--- config.mk ---
export PLATFORM = sky130hd
export DESIGN_NAME = smpclk_gen
export DESIGN_NICKNAME = d
export VERILOG_FILES = /design/src/rtl/smpclk_pkg.sv /design/src/rtl/smpclk_div.sv /design/src/rtl/smpclk_edge.sv /design/src/rtl/smpclk_gen.sv
export SDC_FILE = /design/constraint.sdc
export NUM_CORES = 1
export LEC_CHECK = 0
export BUFFER_PORTS_ARGS = -buffer_cell sky130_fd_sc_hd__buf_2
export CAP_MARGIN = 10
export CELL_PAD_IN_SITES_DETAIL_PLACEMENT = 0
export CELL_PAD_IN_SITES_GLOBAL_PLACEMENT = 1
export CORE_MARGIN = 3
export CORE_UTILIZATION = 36
export CTS_CLUSTER_DIAMETER = 40
export DETAILED_ROUTE_END_ITERATION = 7
export PLACE_DENSITY = 0.68
export REMOVE_ABC_BUFFERS = 1
export SYNTH_ARGS = -nofsm -noshare
export SYNTH_HDL_FRONTEND = slang
export SYNTH_SLANG_ARGS = --single-unit
export TNS_END_PERCENT = 100
--- constraint.sdc ---
create_clock -name clk -period 1.33 [get_ports clk]
set_input_delay 0.133 -clock clk [delete_from_list [all_inputs] [get_ports clk]]
set_output_delay 0.133 -clock clk [all_outputs]
set_load 0.005 [all_outputs]
--- src/rtl/smpclk_pkg.sv ---
package smpclk_pkg;

  typedef enum logic [1:0] {
    MODE_DIV_LO  = 2'b00,
    MODE_DIV_MID = 2'b01,
    MODE_DIV_HI  = 2'b10,
    MODE_EXT     = 2'b11
  } clk_mode_e;

  localparam int unsigned NUM_RATES = 3;
  localparam int unsigned NUM_CHAN  = 2;

endpackage

--- src/rtl/smpclk_div.sv ---
module smpclk_div #(
  parameter int unsigned BASE_DIV = 16,
  parameter int unsigned NRATE    = 3
) (
  input  logic       clk,
  input  logic       rst_n,
  input  logic       clear,
  input  logic [1:0] rate_sel,
  output logic       gen_clk,
  output logic       gen_stb
);

  localparam int unsigned MAX_DIV = BASE_DIV << (NRATE - 1);
  localparam int unsigned CW      = $clog2(MAX_DIV);
  localparam int unsigned TAP0    = $clog2(BASE_DIV) - 1;

  logic [CW-1:0]    cnt;
  logic [NRATE-1:0] rate_clk;
  logic [NRATE-1:0] rate_stb;

  // power-of-two divider shared by every rate
  always_ff @(posedge clk or negedge rst_n) begin
    if (!rst_n)     cnt <= '0;
    else if (clear) cnt <= '0;
    else            cnt <= cnt + 1'b1;
  end

  // one tap per rate: bit TAP gives a clock of period 2^(TAP+1)
  for (genvar r = 0; r < NRATE; r++) begin : g_rate
    localparam int unsigned TAP = TAP0 + r;
    localparam logic [TAP:0] RISE_PAT = (TAP + 1)'(1) << TAP;
    assign rate_clk[r] = cnt[TAP];
    assign rate_stb[r] = (cnt[TAP:0] == RISE_PAT);
  end

  always_comb begin
    gen_clk = 1'b0;
    gen_stb = 1'b0;
    for (int r = 0; r < NRATE; r++) begin
      if (rate_sel == 2'(r)) begin
        gen_clk = rate_clk[r];
        gen_stb = rate_stb[r];
      end
    end
  end

  // a strobe only in the first high cycle of the generated clock
  a_r3_stb_on_rise: assert property (@(posedge clk) disable iff (!rst_n)
    gen_stb |-> (gen_clk && !$past(gen_clk)));

  // a clear leaves no strobe in the following cycle
  a_r8_clear_quiet: assert property (@(posedge clk) disable iff (!rst_n)
    $past(clear) |-> !gen_stb);

endmodule

--- src/rtl/smpclk_edge.sv ---
module smpclk_edge (
  input  logic clk,
  input  logic rst_n,
  input  logic clear,
  input  logic pin,
  output logic stb
);

  logic meta_q;
  logic sync_q;
  logic last_q;

  always_ff @(posedge clk or negedge rst_n) begin
    if (!rst_n) begin
      meta_q <= 1'b0;
      sync_q <= 1'b0;
      last_q <= 1'b0;
    end else if (clear) begin
      meta_q <= 1'b0;
      sync_q <= 1'b0;
      last_q <= 1'b0;
    end else begin
      meta_q <= pin;
      sync_q <= meta_q;
      last_q <= sync_q;
    end
  end

  assign stb = sync_q & ~last_q;

  // an external strobe lasts exactly one cycle
  a_r6_single_cycle: assert property (@(posedge clk) disable iff (!rst_n)
    stb |=> !stb);

endmodule

--- src/rtl/smpclk_gen.sv ---
module smpclk_gen #(
  parameter int unsigned BASE_DIV = 16
) (
  input  logic       clk,
  input  logic       rst_n,
  input  logic [1:0] mode_sel,
  input  logic       sleep,
  input  logic       enc_clk_in,
  input  logic       dec_clk_in,
  output logic       enc_clk_out,
  output logic       dec_clk_out,
  output logic       enc_clk_oe,
  output logic       dec_clk_oe,
  output logic       enc_stb,
  output logic       dec_stb
);

  import smpclk_pkg::*;

  clk_mode_e mode_q;
  logic      ext_mode;
  logic      mode_chg;
  logic      div_clear;
  logic      ext_clear;
  logic      gen_clk;
  logic      gen_stb;
  logic [NUM_CHAN-1:0] pin_in;
  logic [NUM_CHAN-1:0] ext_stb;

  always_ff @(posedge clk or negedge rst_n) begin
    if (!rst_n) mode_q <= MODE_DIV_LO;
    else        mode_q <= clk_mode_e'(mode_sel);
  end

  assign ext_mode  = (mode_q == MODE_EXT);
  assign mode_chg  = (clk_mode_e'(mode_sel) != mode_q);
  assign div_clear = sleep | mode_chg | ext_mode;
  assign ext_clear = sleep | ~ext_mode;

  smpclk_div #(
    .BASE_DIV (BASE_DIV),
    .NRATE    (NUM_RATES)
  ) u_div (
    .clk      (clk),
    .rst_n    (rst_n),
    .clear    (div_clear),
    .rate_sel (mode_q),
    .gen_clk  (gen_clk),
    .gen_stb  (gen_stb)
  );

  assign pin_in = {dec_clk_in, enc_clk_in};

  for (genvar c = 0; c < NUM_CHAN; c++) begin : g_chan
    smpclk_edge u_edge (
      .clk   (clk),
      .rst_n (rst_n),
      .clear (ext_clear),
      .pin   (pin_in[c]),
      .stb   (ext_stb[c])
    );
  end

  assign enc_clk_oe  = ~ext_mode;
  assign dec_clk_oe  = ~ext_mode;
  assign enc_clk_out = ext_mode ? 1'b0 : gen_clk;
  assign dec_clk_out = ext_mode ? 1'b0 : gen_clk;
  assign enc_stb     = ext_mode ? ext_stb[0] : gen_stb;
  assign dec_stb     = ext_mode ? ext_stb[1] : gen_stb;

  // a released pin is never driven high
  a_r5_released_low: assert property (@(posedge clk) disable iff (!rst_n)
    !enc_clk_oe |-> (!enc_clk_out && !dec_clk_out));

  // no strobe in the cycle after sleep was sampled
  a_r7_sleep_quiet: assert property (@(posedge clk) disable iff (!rst_n)
    $past(sleep) |-> (!enc_stb && !dec_stb));

  // internal clocking gives both channels the same strobe
  a_r4_common_stb: assert property (@(posedge clk) disable iff (!rst_n)
    enc_clk_oe |-> (enc_stb == dec_stb));

endmodule

==> metrics.yaml, run 1 <==
slew_violations: 0
grt_pass1_wl_um: 2390
grt_remaining_overflow: 0
power.total_uw: 816
synth_area_per_cell_um2: 11.2
area_delta_synth_final_pct: 37.3
pwr-share-clk_pct: 36.4
ant_nets: 0
final_area_um2: 903
peakVddDrop_mv: 0.736
hold_depth: 2
yosysWarnings: 0
cts-root-buf: "clkbuf_4"
clock_latency_ns: 0.27
vias_per_cell: 4.61
portBuffers: 12
final_hold_viol_count: 0
cts_max_level: 1
fmax_ghz: 0.584
yosys-top-cells-area: "dfrtp_1, and2_1, ha_1, buf_4, nor3_1"
place_congestion: 0.745
num_rows: 14
critPathLaunchType: "flop"
violations: "negative setup slack"
min_to: "g_chan[0].u_edge.meta_q"
power.density_nw_per_um2: 903
pwr-share-comb_pct: 10.1
p_leak_nw: 0.409
final_common_cell: "dfrtp_1"
critPathRequiredTime_ns: 1.20
synth_largest_area_cell: "dfrtp_1"
netlist-cell-type-count: 24
netlist_instances: 59
dieHeight_um: 48.8
reg2reg_slack_ns: -0.01
critPathKind: "flop to output pin"
fill_cells: 159
cap_violations: 0
grt_pass1_vias: 520
cts_buffer_depth: 2
dieArea_um2: 2380
fp.dieW_um: 48.8
drt-initial-drc-count: 1
drive_gt1_share_pct: 38.6
core-area_um2: 1610
r2r_end: "u_div.cnt[1]"
first_pass_iters: 2
r2r_cells: 5
slew_headroom_pct: 79.6
diodes: 0
ys_seq_elements: 14
floorplan.initialDensity_pct: 40.8
rsz0062_at_grt: "true"
min_from: "enc_clk_in"
worstPathMaxFanout: 4
dpl_cell_area_um2: 771
vias: 493
hold_class: "primary input to flop"
drcViolationCount: 0
swShare_pct: 21.8
grt_util_all_layers_pct: 12.8
clkSinkCount: 14
seq_area_frac_synth_pct: 53.2
grt_antenna_before_repair: 0
p_sw_uw: 178
status: "finished with violations"
nets: 93
fin_skew_ns: 0.00161
cts_tree: "yes"
postRouteWirelength_um: 1280
end_kind: "output pin"
numCtsBuffers: 3
path_clk_slew_ns: 0.08
period_share_pct: 129
crit_arrival_ns: 1.58
r2r_start: "mode_q[0]"
dp.cells: 98
syn-cell-area_um2: 658
routedWlPerCell_um: 11.9
io_pins: 13
setup_ws_ns: -0.383
finalSetupViolCount: 6
intPower_uw: 638
final_cells: 107
synth_top_area_share_pct: 53.2
max_slew.worst_pin.slew_ns: 0.307
grt_max_degree: 15
hpwlAfterDp_um: 912
min_period_ns: 1.71
seq_power_share_pct: 53.5
final_cell_mix: "dfrtp_1, buf_2, and2_1, buf_4, nor3_2"
-- worst max path at each step --
stage	start	endpoint	slack (ns)	depth (start not counted)
6_report	mode_q[1]	enc_stb	-0.38	5
5_1_grt	mode_q[1]	dec_stb	-0.52	5
4_1_cts	mode_q[1]	enc_stb	-0.39	5
3_5_place_dp	mode_q[0]	enc_stb	-0.16	4
3_3_place_gp	mode_q[0]	dec_stb	-0.14	4
2_1_floorplan	mode_q[1]	dec_stb	-0.03	3
-- cells by family (layout without fill, tap and decap cells) --
logic type	count (synthesis)	in the layout	share of synthesized area, %
AO/OA/AOI/OAI	7	7	6.46
multiplexers	1	1	1.52
XOR/XNOR	4	4	5.32
buffers and inverters	5	29	4.56
adder cells (fa/ha/maj)	3	3	5.32
flip-flops	14	14	53.2
AND/OR/NAND/NOR	25	25	23.6
-- per-stage QoR --
stage	hold WS [ns]	worst slack, ns	setup TNS, ns	util, %
finish	0.0613	-0.383	-1.04	56.1
global route	0.0706	-0.524	-1.93	56.1
CTS	0.0541	-0.390	-1.05	54.0
detailed placement	0.0437	-0.164	-0.988	47.8
global placement	0.0523	-0.140	-0.949	47.8
floorplan	-0.163	-0.0256	-0.0512	-
-- cells in the mapped netlist, drive strengths merged --
library cell	count
nand2	2
dfrtp	14
a211oi	1
and2	6
nor2	2
ha	2
buf	3
or3	1
nand4bb	1
nand3b	1
nand3	2
maj3	1
a21oi	1
inv	2
o21ai	4
or3b	1
and4bb	1
xor2	2
a311o	1
mux2i	1
nor3b	1
xnor2	2
nor3	4
nand2b	3
-- power groups by stage --
stage / combinational [mW] / clock [mW] / sequential, mW
global route: 0.0931 / 0.328 / 0.438
global placement: 0.0612 / 0 / 0.445
detailed placement: 0.0605 / 0 / 0.445
CTS: 0.0768 / 0.309 / 0.436
floorplan: 0.0193 / 0 / 0.447
finish: 0.0823 / 0.297 / 0.436
-- per-layer routing --
layer	track usage [%]	wire, um
met1	16.3	544
met2	21.3	666
met3	4.60	67
met4	1.42	0
met5	0	0
-- worst max-delay path, stage by stage, from the launching register on --
cell and delay, ns:
dfrtp_1 0.43, buf_6 0.14, nand3b_1 0.17, a311o_1 0.38, o21ai_1 0.07, buf_2 0.12
-- layout make-up --
| cell class | count | area (um^2) | area share [%] |
|---|---|---|---|
| clock buffer | 4 | 36.3 | 4.02 |
| sequential | 14 | 350 | 38.8 |
| inverter | 2 | 7.51 | 0.831 |
| tap | 24 | 30.0 | 3.32 |
| timing repair buffer | 23 | 161 | 17.9 |
| multi-input combinational | 40 | 318 | 35.2 |
-- registers in the layout, indices dropped and copies added (netlist names) --
register and cells:
g_chan.u_edge.last_q 2, g_chan.u_edge.meta_q 2, g_chan.u_edge.sync_q 2, u_div.cnt 6, mode_q 2
-- repair_timing --
| item | 4_1_cts | 5_1_grt |
|---|---|---|
| pin swaps | 1 | 4 |
| setup buffers | 2 | 0 |
| resized for setup | 7 | 7 |
| setup endpoints to repair | 10 | 11 |
| hold buffers | 3 | 0 |
| endpoints found under the hold margin | 16 | 0 |
No activity file was read; power rests on OpenSTA's default activity.
==> run 2, diff against run 1 <==
ABC_AREA = 1   (was not set)
CELL_PAD_IN_SITES_DETAIL_PLACEMENT = not set   (was 0)
CELL_PAD_IN_SITES_GLOBAL_PLACEMENT = not set   (was 1)
CORE_UTILIZATION = 45   (was 36)
CTS_BUF_LIST = sky130_fd_sc_hd__clkbuf_4 sky130_fd_sc_hd__clkbuf_8   (was not set)
PLACE_DENSITY = 0.66   (was 0.68)
==> run 2 against run 1 <==
The flow still finishes with violations (negative setup slack). Non-clock buffer count is 4 lower. Design area is 1.4% lower. Utilization is 8.4 points higher. Sequential share of layout area is 0.97 points higher. Critical endpoint is now dec_stb. Largest cell class unchanged.
==> metrics.yaml, run 2 <==
max_slew.worst_pin.slew_ns: 0.388  # was 0.307 ns
grt_antenna_before_repair: 0  # unchanged
cts-root-buf: "clkbuf_4"  # unchanged
synth_largest_area_cell: "dfrtp_1"  # unchanged
synth_top_family_by_area: "simple AND/OR/NAND/NOR gates"  # unchanged
swShare_pct: 22.1  # was 21.8%
postRouteWirelength_um: 1310  # was 1280 um
grt_util_all_layers_pct: 14.2  # was 12.8%
cap_violations: 0  # unchanged
yosys-top-cells-area: "dfrtp_1, nor2_1, inv_1, nand2_1, nand3_1"  # was dfrtp_1, and2_1, ha_1, buf_4, nor3_1
vias_per_cell: 4.69  # was 4.61
netlist_instances: 80  # was 59
largest_reg_flops: 6  # unchanged
cpMostUsedCell: "nand2_1"
rsz0062_at_grt: "true"  # unchanged
period_share_pct: 108  # was 129%
status: "finished with violations"  # unchanged
seq_area_frac_synth_pct: 50.4  # was 53.2%
synth_edf_count: 0  # unchanged
yosysWarnings: 0  # unchanged
intPower_uw: 634  # was 638 uW
p_sw_uw: 180  # was 178 uW
area_delta_synth_final_pct: 28.1  # was 37.3%
power.density_nw_per_um2: 913  # was 903 nW/um^2
peakVddDrop_mv: 0.693  # was 0.736 mV
io_pins: 13  # unchanged
ys_seq_elements: 14  # unchanged
setup-tns-final_ns: -0.271  # was -1.04 ns
path_delay_family: "flip-flops"  # was compound AO/OA/AOI/OAI gates
clock_latency_ns: 0.28  # was 0.27 ns
grt_pass1_vias: 471  # was 520
hold_class: "primary input to flop"  # unchanged
final_area_um2: 891  # was 903 um^2
setup_ws_ns: -0.104  # was -0.383 ns
routedWlPerCell_um: 11.4  # was 11.9 um
drive_gt1_share_pct: 38.0  # was 38.6%
synthSimpleGateAreaFrac_pct: 28.1  # was 23.6%
core-area_um2: 1380  # was 1610 um^2
critPathRequiredTime_ns: 1.20  # about the same
r2r_start: "u_div.cnt[1]"  # was mode_q[0]
yosys-top-cells-count: "dfrtp_1, nor2_1, inv_1, nand2_1, nand3_1"  # was dfrtp_1, and2_1, nor3_1, o21ai_0
synthAdderAreaFrac_pct: 3.60  # was 5.32%
crit_arrival_ns: 1.30  # was 1.58 ns
finalSetupViolCount: 4  # was 6
slew_violations: 0  # unchanged
fin_skew_ns: 0.00520  # was 0.00161 ns
vias: 539  # was 493
busiest_layer: "met2"  # unchanged
floorplan.initialDensity_pct: 50.3  # was 40.8%
synth_xor_xnor_area_share_pct: 6.29  # was 5.32%
pwr-share-clk_pct: 36.2  # was 36.4%
num_rows: 13  # was 14
min_period_ns: 1.43  # was 1.71 ns
worstPathMaxFanout: 2  # was 4
syn-cell-area_um2: 696  # was 658 um^2
max_stage_delay_ns: 0.40  # was 0.43 ns
pwr-share-comb_pct: 9.5  # was 10.1%
diodes: 0  # unchanged
path_clk_slew_ns: 0.07  # was 0.08 ns
grt_max_degree: 15  # unchanged
cts_max_level: 1  # unchanged
p_leak_nw: 0.429  # was 0.409 nW
grtUsageMet1_pct: 18.3  # was 16.3%
drcViolationCount: 0  # unchanged
critPathLaunchType: "flop"  # unchanged
synth_compound_area_share_pct: 0.899  # was 6.46%
power.total_uw: 814  # was 816 uW
critPathKind: "flop to output pin"  # unchanged
cts_tree: "yes"  # unchanged
drt-initial-drc-count: 7  # was 1
final_hold_viol_count: 0  # unchanged
synth.area.mux_share_pct: 0  # was 1.52%
met2_usage_pct: 22.0  # was 21.3%
max_flop_register: "u_div.cnt"  # unchanged
slew_headroom_pct: 74.1  # was 79.6%
path_buf_inv: 2  # unchanged
nets: 110  # was 93
violations: "negative setup slack"  # unchanged
startpoint: "u_div.cnt[1]"  # was mode_q[1]
async_flop_share_pct: 100  # unchanged
cts_buffer_depth: 2  # unchanged
place_congestion: 0.844  # was 0.745
met3_usage_pct: 5.98  # was 4.60%
seq_power_share_pct: 54.3  # was 53.5%
fp.dieW_um: 45.3  # was 48.8 um
ant_nets: 0  # unchanged
numCtsBuffers: 3  # unchanged
crit_path_cell_trace: "inv_2 > ha_4 > nand3b_1 > nor2_1 > nand2_1 > nand2_1 > buf_2"  # was buf_6 > nand3b_1 > a311o_1 > o21ai_1 > buf_2
first_pass_iters: 4  # was 2
end_kind: "output pin"  # unchanged
final_cell_mix: "nor2_1, buf_2, nand2_1, dfrtp_1, inv_1"  # was dfrtp_1, buf_2, and2_1, buf_4, nor3_2
synth_top_area_share_pct: 50.4  # was 53.2%
final_common_cell: "nor2_1"  # was dfrtp_1
grt_pass1_wl_um: 2060  # was 2390 um
slowest_stage: "dfrtp_1"  # unchanged
hpwlAfterDp_um: 904  # was 912 um
dpl_cell_area_um2: 748  # was 771 um^2
dieHeight_um: 45.3  # was 48.8 um
fmax_ghz: 0.697  # was 0.584 GHz
portBuffers: 12  # unchanged
min_from: "enc_clk_in"  # unchanged
dieArea_um2: 2050  # was 2380 um^2
dominantRegCellSynth: "dfrtp_1"  # unchanged
fill_cells: 120  # was 159
clkSinkCount: 14  # unchanged
synth_area_per_cell_um2: 8.70  # was 11.2 um^2
netlist-cell-type-count: 16  # was 24
grt_remaining_overflow: 0  # unchanged
## run 2: power groups by stage
stage	clock network, mW	registers (mW)	logic [mW]
floorplan	0	0.448	0.0297
global placement	0	0.449	0.0566
detailed placement	0	0.450	0.0568
CTS	0.305	0.440	0.0757
global route	0.327	0.443	0.0867
finish	0.294	0.442	0.0772
## run 2: layout make-up
type | count | area [um^2] | share of cell area (%)
Clock buffer | 4 | 36.3 | 4.07
Multi-Input combinational cell | 50 | 313 | 35.1
Timing Repair Buffer | 19 | 120 | 13.5
Inverter | 13 | 48.8 | 5.48
Tap cell | 15 | 18.8 | 2.11
Sequential cell | 14 | 354 | 39.7
## run 2: logic make-up (layout without fill, tap and decap cells)
logic type	after synthesis	count (layout)
flops	14	14
simple gates	42	42
fa+ha+maj	2	2
buf+inv	16	36
compound gates	1	1
xor+xnor	5	5
## run 2: tightest hold or removal path: cells and delay by family
kind / cells / cell delay (ns)
and+or+nand+nor: 1 / 0.04
buffers and inverters: 2 / 0.14
## run 2: routing by layer
layer / vias to the layer above / wire length, um
li1: 277 / -
met1: 248 / 590
met2: 14 / 639
met3: 0 / 80
met4: 0 / 0
met5: - / 0
## run 2: path summary, 6_finish.rpt
check	end	slack [ns]	cells past startpoint
worst max-delay path	dec_stb	-0.10	7
worst min-delay path	g_chan[0].u_edge.meta_q	0.07	3
worst max register to register	u_div.cnt[4]	0.04	6
worst min register to register	g_chan[1].u_edge.sync_q	0.47	2
max in group asynchronous	u_div.cnt[0]	0.81	2
min in group asynchronous	g_chan[0].u_edge.sync_q	0.26	2
## run 2: stage by stage
| stage | utilization (%) | hold slack [ns] | instances | worst slack [ns] |
|---|---|---|---|---|
| 6_report | 64.4 | 0.0725 | 115 | -0.104 |
| 5_1_grt | 64.4 | 0.0656 | 115 | -0.209 |
| 4_1_cts | 61.8 | 0.0651 | 114 | -0.147 |
| 3_5_place_dp | 54.1 | 0.0407 | 104 | 0.133 |
| 3_3_place_gp | 54.1 | 0.0435 | 104 | 0.163 |
| 2_1_floorplan | - | -0.163 | 77 | 0.287 |
## run 2: what timing repair did
item / CTS / global route
hold buffers: 3 / 0
endpoints found under the hold margin: 16 / 0
gates cloned: 0 / 0
gates resized for setup: 7 / 7
endpoints found under the setup margin: 4 / 4
pin swaps: 5 / 5
buffers inserted: 3 / 1
==> run 3, diff against run 2 <==
ABC_AREA = 0   (was 1)
GPL_ROUTABILITY_DRIVEN = 0   (was not set)
PLACE_DENSITY = 0.67   (was 0.66)
==> run 3 against run 2 <==
The flow still finishes with violations (negative setup slack). Clock-buffer cell count unchanged. Hold slack got worse by 0.017 ns. Utilization rose by 4.0 points. First-iteration DRC count down 57%. Sequential power is 1% lower. Power increased by 2.9%. Register-to-register slack worse by 0.20 ns. Flip-flop and latch count unchanged. Critical path depth down 2. Combinational power grew 24%.
==> metrics.yaml, run 3 (synthesis results as in run 1) <==
status: "finished with violations"  # unchanged
violations: "negative setup slack"  # unchanged
fp.dieW_um: 44.2  # was 45.3 um
fill_cells: 102  # was 120
vias: 500  # was 539
drcViolationCount: 0  # unchanged
grt_max_degree: 15  # unchanged
end_kind: "output pin"  # unchanged
grt_antenna_before_repair: 0  # unchanged
power.density_nw_per_um2: 917  # was 913 nW/um^2
fin_skew_ns: 0.00766  # was 0.00520 ns
grt_util_all_layers_pct: 15.5  # was 14.2%
cap_violations: 0  # unchanged
critPathRequiredTime_ns: 1.20  # about the same
dieArea_um2: 1960  # was 2050 um^2
min_period_ns: 1.74  # was 1.43 ns
critPathLaunchType: "flop"  # unchanged
first_pass_iters: 2  # was 4
grt_pass1_wl_um: 2190  # was 2060 um
cts_buffer_depth: 2  # unchanged
final_common_cell: "dfrtp_1"  # was nor2_1
p_leak_nw: 0.419  # was 0.429 nW
final_area_um2: 913  # was 891 um^2
max_flop_register: "u_div.cnt"  # unchanged
io_pins: 13  # unchanged
postRouteWirelength_um: 1290  # was 1310 um
power.total_uw: 837  # was 814 uW
numCtsBuffers: 3  # unchanged
period_share_pct: 131  # was 108%
slew_violations: 0  # unchanged
hpwlAfterDp_um: 904  # about the same
diodes: 0  # unchanged
setup_ws_ns: -0.408  # was -0.104 ns
rsz0062_at_grt: "true"  # unchanged
core-area_um2: 1330  # was 1380 um^2
dpl_cell_area_um2: 752  # was 748 um^2
drt-initial-drc-count: 3  # was 7
cts-root-buf: "clkbuf_4"  # unchanged
final_cell_mix: "dfrtp_1, buf_2, and2_1, buf_4"  # was nor2_1, buf_2, nand2_1, dfrtp_1, inv_1
cts_max_level: 1  # unchanged
max_slew.worst_pin.slew_ns: 0.318  # was 0.388 ns
fmax_ghz: 0.575  # was 0.697 GHz
ant_nets: 0  # unchanged
dieHeight_um: 44.2  # was 45.3 um
cts_tree: "yes"  # unchanged
routedWlPerCell_um: 13.2  # was 11.4 um
portBuffers: 12  # unchanged
largest_reg_flops: 6  # unchanged
finalSetupViolCount: 10  # was 4
clock_latency_ns: 0.28  # about the same
critPathKind: "flop to output pin"  # unchanged
num_rows: 13  # unchanged
area_delta_synth_final_pct: 38.8  # was 28.1%
hold_class: "primary input to flop"  # unchanged
vias_per_cell: 5.10  # was 4.69
worstPathMaxFanout: 4  # was 2
final_hold_viol_count: 0  # unchanged
slew_headroom_pct: 78.8  # was 74.1%
grt_remaining_overflow: 0  # unchanged
peakVddDrop_mv: 0.640  # was 0.693 mV
clkSinkCount: 14  # unchanged
floorplan.initialDensity_pct: 49.3  # was 50.3%
nets: 93  # was 110
path_clk_slew_ns: 0.08  # was 0.07 ns
crit_arrival_ns: 1.60  # was 1.30 ns
grt_pass1_vias: 499  # was 471
drive_gt1_share_pct: 41.0  # was 38.0%
-- run 3: cell count changes in the layout (fill, tap and decap cells not counted), sizes merged, moves of 3 or more --
cell    change
nor2       -18
inv        -11
nand2      -11
and2        +6
buf         +5
nand3       -5
nor3        +4
o21ai       +4
nand2b      +3
-- run 3: final cells by class --
class / count / area (um^2) / share of cell area (%)
multi-input combinational: 40 / 338 / 37.0
inverter: 2 / 7.51 / 0.822
sequential: 14 / 350 / 38.4
timing repair buffer: 23 / 163 / 17.8
clock buffer: 4 / 36.3 / 3.97
tap: 15 / 18.8 / 2.05
-- run 3: stage by stage --
| stage | hold WS (ns) | setup TNS [ns] | utilization (%) | setup WS, ns | cells |
|---|---|---|---|---|---|
| floorplan | -0.163 | -0.0512 | - | -0.0256 | 56 |
| global placement | 0.0419 | -0.548 | 56.4 | -0.0882 | 88 |
| detailed placement | 0.0444 | -0.779 | 56.4 | -0.129 | 88 |
| CTS | 0.00195 | -2.48 | 65.8 | -0.409 | 98 |
| global route | 0.0436 | -2.99 | 68.5 | -0.484 | 98 |
| finish | 0.0560 | -2.33 | 68.5 | -0.408 | 98 |
-- run 3: timing repair --
action | in CTS | in global routing
setup endpoints to repair | 10 | 10
gates cloned | 0 | 0
endpoints found under the hold margin | 15 | 0
pin swaps | 6 | 1
buffers inserted | 4 | 1
resized for setup | 10 | 8
hold buffers | 2 | 0
-- run 3: final timing paths --
kind,start,to,slack (ns),depth (start not counted)
max,mode_q[1],dec_stb,-0.41,5
min,mode_sel[1],mode_q[1],0.06,1
max reg2reg,mode_q[1],u_div.cnt[1],-0.16,7
min reg2reg,g_chan[1].u_edge.meta_q,g_chan[1].u_edge.sync_q,0.46,1
max in group asynchronous,rst_n,g_chan[0].u_edge.last_q,0.82,2
min in group asynchronous,rst_n,u_div.cnt[0],0.27,2
-- run 3: routing by layer --
layer | vias up | GRT usage (%) | share of wire, %
li1 | 252 | - | -
met1 | 238 | 19.6 | 45
met2 | 8 | 25.0 | 51
met3 | 2 | 3.66 | 3.3
met4 | 0 | 7.23 | 0.31
met5 | - | 0 | 0
-- run 3: critical path: stages, from the launching register on --
cell and delay [ns]:
dfrtp_1 0.42, buf_6 0.14, nand3b_1 0.19, a311o_1 0.39
o21ai_1 0.08, buf_2 0.12
-- run 3: power breakdown --
| part | internal [mW] | switching, mW | total [mW] |
|---|---|---|---|
| Clock | 0.166 | 0.139 | 0.306 |
| Sequential | 0.432 | 0.00423 | 0.436 |
| Combinational | 0.0475 | 0.0482 | 0.0957 |
| Total | 0.646 | 0.192 | 0.837 |
